===== src/rtl/hamPkg.sv =====
package hamPkg;

  // Number of check bits needed so that every position has a syndrome code
  function automatic int checkCount(input int dataW);
    int r;
    r = 0;
    while ((1 << r) < dataW + r + 1) r++;
    return r;
  endfunction

  function automatic bit isPow2(input int p);
    return (p & (p - 1)) == 0;
  endfunction

  // Strobes from the control decision to the datapath
  typedef struct packed {
    logic fixEn;    // invert the position named by the syndrome
    logic errFlag;
    logic uncFlag;
  } ctlStrobes_t;

endpackage


===== src/rtl/hamDatapath.sv =====
module hamDatapath
  import hamPkg::*;
#(
  parameter int DATA_W = 8,
  parameter int SYN_W  = checkCount(DATA_W),
  parameter int CODE_W = DATA_W + SYN_W
) (
  input  logic              modeSecded,
  input  logic [DATA_W-1:0] encData,
  output logic [CODE_W:0]   encWord,
  input  logic [CODE_W:0]   decCode,
  input  ctlStrobes_t       strobes,
  output logic [SYN_W-1:0]  syndrome,
  output logic              parityBad,
  output logic [DATA_W-1:0] fixData
);

  logic [CODE_W-1:0] spread;
  logic [SYN_W-1:0]  encChk;
  logic [CODE_W-1:0] flipMask;
  logic [CODE_W-1:0] fixedWord;

  // place data bits on the non-power-of-two positions
  always_comb begin
    int di;
    di = 0;
    spread = '0;
    for (int p = 1; p <= CODE_W; p++) begin
      if (!isPow2(p)) begin
        spread[p-1] = encData[di];
        di++;
      end
    end
  end

  // each check covers every position whose number has its bit set
  always_comb begin
    for (int j = 0; j < SYN_W; j++) begin
      encChk[j]   = 1'b0;
      syndrome[j] = 1'b0;
      for (int p = 1; p <= CODE_W; p++) begin
        if (((p >> j) & 1) == 1) begin
          encChk[j]   = encChk[j] ^ spread[p-1];
          syndrome[j] = syndrome[j] ^ decCode[p-1];
        end
      end
    end
  end

  always_comb begin
    encWord = {1'b0, spread};
    for (int j = 0; j < SYN_W; j++) encWord[(1 << j) - 1] = encChk[j];
    encWord[CODE_W] = modeSecded & (^encWord[CODE_W-1:0]);
  end

  assign parityBad = modeSecded & (^decCode);

  always_comb begin
    flipMask = '0;
    if (strobes.fixEn) begin
      for (int p = 1; p <= CODE_W; p++) begin
        if (p == int'(syndrome)) flipMask[p-1] = 1'b1;
      end
    end
  end

  assign fixedWord = decCode[CODE_W-1:0] ^ flipMask;

  always_comb begin
    int di;
    di = 0;
    fixData = '0;
    for (int p = 1; p <= CODE_W; p++) begin
      if (!isPow2(p)) begin
        fixData[di] = fixedWord[p-1];
        di++;
      end
    end
  end

endmodule


===== src/rtl/hamControl.sv =====
module hamControl
  import hamPkg::*;
#(
  parameter int SYN_W  = 4,
  parameter int CODE_W = 12
) (
  input  logic             modeSecded,
  input  logic [SYN_W-1:0] syndrome,
  input  logic             parityBad,
  output ctlStrobes_t      strobes
);

  logic synNz;
  logic inRange;
  logic unc;

  assign synNz   = |syndrome;
  assign inRange = int'(syndrome) <= CODE_W;
  // out-of-range position, or a nonzero syndrome with good overall parity
  assign unc     = synNz & (!inRange | (modeSecded & !parityBad));

  always_comb begin
    strobes.fixEn   = synNz & !unc;
    strobes.errFlag = synNz | parityBad;
    strobes.uncFlag = unc;
  end

endmodule


===== src/rtl/hamCodec.sv =====
module hamCodec
  import hamPkg::*;
#(
  parameter int DATA_W  = 8,
  parameter bit REG_OUT = 1'b1,
  localparam int SYN_W  = checkCount(DATA_W),
  localparam int CODE_W = DATA_W + SYN_W
) (
  input  logic              clk,
  input  logic              rstN,
  input  logic              modeSecded,
  input  logic [DATA_W-1:0] encData,
  output logic [CODE_W:0]   encCode,
  input  logic [CODE_W:0]   decCode,
  output logic [DATA_W-1:0] decData,
  output logic              decErr,
  output logic              decUncorr
);

  ctlStrobes_t       strobes;
  logic [SYN_W-1:0]  syndrome;
  logic              parityBad;
  logic [CODE_W:0]   encWord;
  logic [DATA_W-1:0] fixData;

  hamDatapath #(.DATA_W(DATA_W), .SYN_W(SYN_W), .CODE_W(CODE_W)) uDp (
    .modeSecded(modeSecded), .encData(encData), .encWord(encWord),
    .decCode(decCode), .strobes(strobes), .syndrome(syndrome),
    .parityBad(parityBad), .fixData(fixData)
  );

  hamControl #(.SYN_W(SYN_W), .CODE_W(CODE_W)) uCtl (
    .modeSecded(modeSecded), .syndrome(syndrome),
    .parityBad(parityBad), .strobes(strobes)
  );

  generate
    if (REG_OUT) begin : gReg
      always_ff @(posedge clk or negedge rstN) begin
        if (!rstN) begin
          encCode   <= '0;
          decData   <= '0;
          decErr    <= 1'b0;
          decUncorr <= 1'b0;
        end else begin
          encCode   <= encWord;
          decData   <= fixData;
          decErr    <= strobes.errFlag;
          decUncorr <= strobes.uncFlag;
        end
      end
    end else begin : gComb
      always_comb begin
        encCode   = rstN ? encWord : '0;
        decData   = rstN ? fixData : '0;
        decErr    = rstN & strobes.errFlag;
        decUncorr = rstN & strobes.uncFlag;
      end
    end
  endgenerate

endmodule


===== config.mk =====
export PLATFORM = sky130hd
export DESIGN_NAME = hamCodec
export DESIGN_NICKNAME = d
export VERILOG_FILES = /design/src/rtl/hamPkg.sv /design/src/rtl/hamDatapath.sv /design/src/rtl/hamControl.sv /design/src/rtl/hamCodec.sv
export SDC_FILE = /design/constraint.sdc
export NUM_CORES = 1
export LEC_CHECK = 0
export ABC_CLOCK_PERIOD_IN_PS = 800
export BUFFER_PORTS_ARGS = -buffer_cell sky130_fd_sc_hd__buf_2
export CAP_MARGIN = 20
export CORE_ASPECT_RATIO = 1.25
export CORE_MARGIN = 3
export CORE_UTILIZATION = 40
export DETAILED_ROUTE_END_ITERATION = 8
export GPL_TIMING_DRIVEN = 1
export PLACE_DENSITY = 0.67
export RECOVER_POWER = 100
export SETUP_SLACK_MARGIN = 0.15
export SLEW_MARGIN = 0
export SYNTH_ARGS = -nofsm -noshare
export SYNTH_HDL_FRONTEND = slang
export SYNTH_HIERARCHICAL = 1
export SYNTH_SLANG_ARGS = --single-unit

===== constraint.sdc =====
create_clock -name clk -period 0.8 [get_ports clk]
set_input_delay 0.16 -clock clk [delete_from_list [all_inputs] [get_ports clk]]
set_output_delay 0.16 -clock clk [all_outputs]
set_load 0.03 [all_outputs]

Word level (Yosys, flattened, before mapping)
Index checks and enable logic that the tools add are counted.

RAM bits: 0. Bits of input ports: 24. Memories: 0. Logic and storage cells: 76. Register bits after elaboration: 23. Bits in latches: 0. Memory bits (read-only): 0.

Div/mod/pow operators: 0. Equal/unequal tests: 12. Multiply operators: 0. Mux-type cells: 13. Shift-type cells: 0. Add/subtract/negate cells: 0. Bitwise gates (word level): 40. Reduce and logical (&&, ||, !) cells: 6. Order comparisons: 1.

Operators by type and width (count): 4-bit equality test, first input constant (8); 1-bit XOR (32); 13-bit parity (1); 3-bit by 4-bit equality test with 1-bit output, first input constant (3); 1-bit 2-to-1 mux (12); 12-bit 2-to-1 mux (1); 12-bit parity (1); 12-bit XOR (1); 1-bit bitwise AND (5); 2-bit by 4-bit equality test with 1-bit output, first input constant (1); 4-bit <= comparator, second input constant (1); 4-bit OR reduction (1); 1-bit logical NOT (3); 1-bit OR (2).

Depth between registers and ports, before layout
Depth in word-level cells: 13. Mapped depth: 9. Depth with buffers taken out: 9.

Modules after synthesis
The synthesis kept the hierarchy.

By module, submodules not included: hamDatapath (sequential area each 0.0 µm², instances 1, area an instance 585.6 µm², cells an instance 63); hamCodec (sequential area each 575.6 µm², instances 1, area an instance 575.6 µm², cells an instance 23); hamControl (sequential area each 0.0 µm², instances 1, area an instance 77.6 µm², cells an instance 11).

Worst setup path before layout
Ideal clock, no wire load.

Path kind: in2reg. Start point: input decCode[9]. End point: register decData[0]. Stages: 9. Arrival time: 1833 ps. Setup time: 125 ps. Setup slack: -1159 ps. Path through: xor3_1 xor2_2 xnor3_1 and2_1 nor2b_1 nor3_2 nand3b_1 nor2_1 xor2_1.

RTL lines: start, declared (RTL line hamCodec.sv:14) `input logic [CODE_W:0] decCode,`; end signal, assigned (RTL line hamCodec.sv:47) `decData <= fixData;`; end, declared (RTL line hamCodec.sv:15) `output logic [DATA_W-1:0] decData,`.

==> results_dict.tcl <==
set metrics [dict create \
    viasPerCell 4.53 \
    ant_nets 0 \
    power_frac_seq_pct 31.0 \
    chipHeight_um 68.2 \
    synth_top_cell_area_share_pct 46.5 \
    hold_slack_ps 93.3 \
    cts_root_buf "clkbuf_4" \
    drive_above_1_share_pct 59.9 \
    io_pins 47 \
    htreeDepth 1 \
    seq_area_frac_synth_pct 46.5 \
    hpwlAfterDp_mm 2.14 \
    slew_viol_final 0 \
    core_area_mm2 0.00281 \
    mostFrequentLayoutCells "buf_6, buf_4, dfrtp_1" \
    p_comb_share_pct 57.7 \
    yosysUniqueCellTypes 27 \
    wl_mm 3.01 \
    ir_drop_mv 1.28 \
    max_clock_freq_mhz 541 \
    setup_violations 36 \
    avgSynthCellArea_um2 12.8 \
    drtIter0Drc 25 \
    dieArea_mm2 0.00380 \
    tightest_slew_ps 313 \
    grt_usage_pct 16.2 \
    final.setup.tns_ps -13830 \
    cts_tree "done" \
    critPathCaptureType "flop" \
    synth_seq_cells 23 \
    initial_core_util_pct 44.1 \
    dp_slack_ps -1270 \
    synth_warnings 6 \
    cp-startpoint "decCode[7]" \
    maxCapViolCount 0 \
    drt_pass1_iterations 5 \
    hold_viol 0 \
    diodes 0 \
    grt_pass1_vias 1039 \
    gp_congestion 0.888 \
    maxSlewHeadroom_pct 79.1 \
    rows 21 \
    place_area_mm2 0.00177 \
    p_leak_nw 1.05 \
    syn_inst 97 \
    synth_area_leaders "dfrtp_1, xnor2_1, xor2_1" \
    crit_fanout 4 \
    violations "setup timing" \
    routedWlPerCell_um 13.9 \
    min_period_over_period_pct 231 \
    critPathArrivalTime_ps 2080 \
    drcViolationCount 0 \
    fin_nets 207 \
    yosysTopAreaCell "dfrtp_1" \
    grt_max_degree 24 \
    cts.sinks 23 \
    cts_buffers 3 \
    p_switching_mw 1.61 \
    portBuffers 46 \
    syn_area_mm2 0.00124 \
    power_frac_clock_pct 11.3 \
    worst_slack_ps -1050 \
    status "finished, violations left" \
    cp.required_ps 1030 \
    clockBufferDepth 2 \
    areaGrowthSynthToFinish_pct 79.5 \
    grt-ovfl-total 0 \
    synth_nets 121 \
    switching_share_pct 35.6 \
    power.density_mw_per_mm2 2040 \
    antenna_found_initial 0 \
    stdcell_area_mm2 0.00222 \
    crit_end "decData[1]" \
    vias 979 \
    p_total_mw 4.53 \
    layout_commonest_cell "buf_6" \
    clkTransAtPathRegs_ps 120 \
    rsz0062_at_grt "yes" \
    grt_pass1_wl_mm 4.65 \
    dp_cells 195 \
    internal_power_mw 2.91 \
    instances_no_fill 216 \
    path_class "input port to flop" \
    utilization_pct 79.1 \
    die_w_um 55.8 \
    hp-class "input port to flop" \
    start_kind "input port" \
    period_minus_slack_ps 1850 \
]
[critical path, stage by stage]
cell and delay (ps):
buf_6 90, xor3_1 420, xor2_2 240, xnor3_1 200
and2_4 170, nor2b_4 50, nor3_4 160, buf_4 140
nand3b_1 100, nor2_1 190, xor2_1 160
[power groups by stage]
stage                     Clock (mW)  Sequential, mW  Combinational [mW]
final                          0.513            1.40                2.61
after global routing           0.587            1.42                2.75
after CTS                      0.545            1.41                2.36
after detailed placement           0            1.39                1.97
after global placement             0            1.38                1.93
after floorplan                    0            1.75               0.935
[state kept, by name, summed over array words and instances (netlist names)]
| register | flops |
|---|---|
| encCode | 13 |
| decData | 8 |
| decErr | 1 |
| decUncorr | 1 |
[cell usage after synthesis (all sizes together)]
cell    count
nor4        1
nor2b       1
xnor2      21
nand3       1
o21ai       2
nand3b      2
nand2       3
buf         9
xor2       12
dfrtp      23
and2        2
nor3        2
nor2        8
xnor3       3
nor4b       1
xor3        2
inv         1
nand2b      2
a21oi       1
[area by class of cell]
| cell class | count | area (um^2) |
|---|---|---|
| Timing Repair Buffer | 90 | 783 |
| Inverter | 1 | 3.75 |
| Sequential cell | 23 | 576 |
| Multi-Input combinational cell | 64 | 792 |
| Tap cell | 34 | 42.5 |
| Fill cell | 173 | 588 |
| Clock buffer | 4 | 26.3 |
[timing repair]
item	4_1_cts	5_1_grt
pin swaps	13	17
resized for setup	69	30
hold buffers	5	1
setup endpoints to repair	36	36
buffers inserted	4	7
hold endpoints to repair	27	1
[routing by layer]
metal,GRT usage [%],part of all wire [%],up-vias
li1,-,-,475
met1,17.9,35,466
met2,31.4,58,36
met3,3.02,5.8,2
met4,5.47,0.86,0
met5,0,0,-
[cell families (layout without fill, tap and decap cells)]
logic type                Yosys count  count (layout)  synth area share, %
and+or+nand+nor                    23              23                 12.2
DFF                                23              23                 46.5
buffers and inverters              10              95                 5.76
xor gates and xnor gates           38              38                 34.3
AOI/OAI and AO/OA                   3               3                 1.21
[worst min-delay path by stage]
stage | start | endpoint | slack, ps | cells past startpoint
finish | decCode[9] | decData[5] | 90 | 2
global route | decCode[9] | decData[5] | 70 | 2
CTS | encData[4] | encCode[8] | 10 | 1
detailed placement | rstN | encCode[8] | 110 | 2
global placement | rstN | encCode[8] | 100 | 2
floorplan | rstN | decData[0] | -140 | 0
No activity file was read; power rests on OpenSTA's default activity.
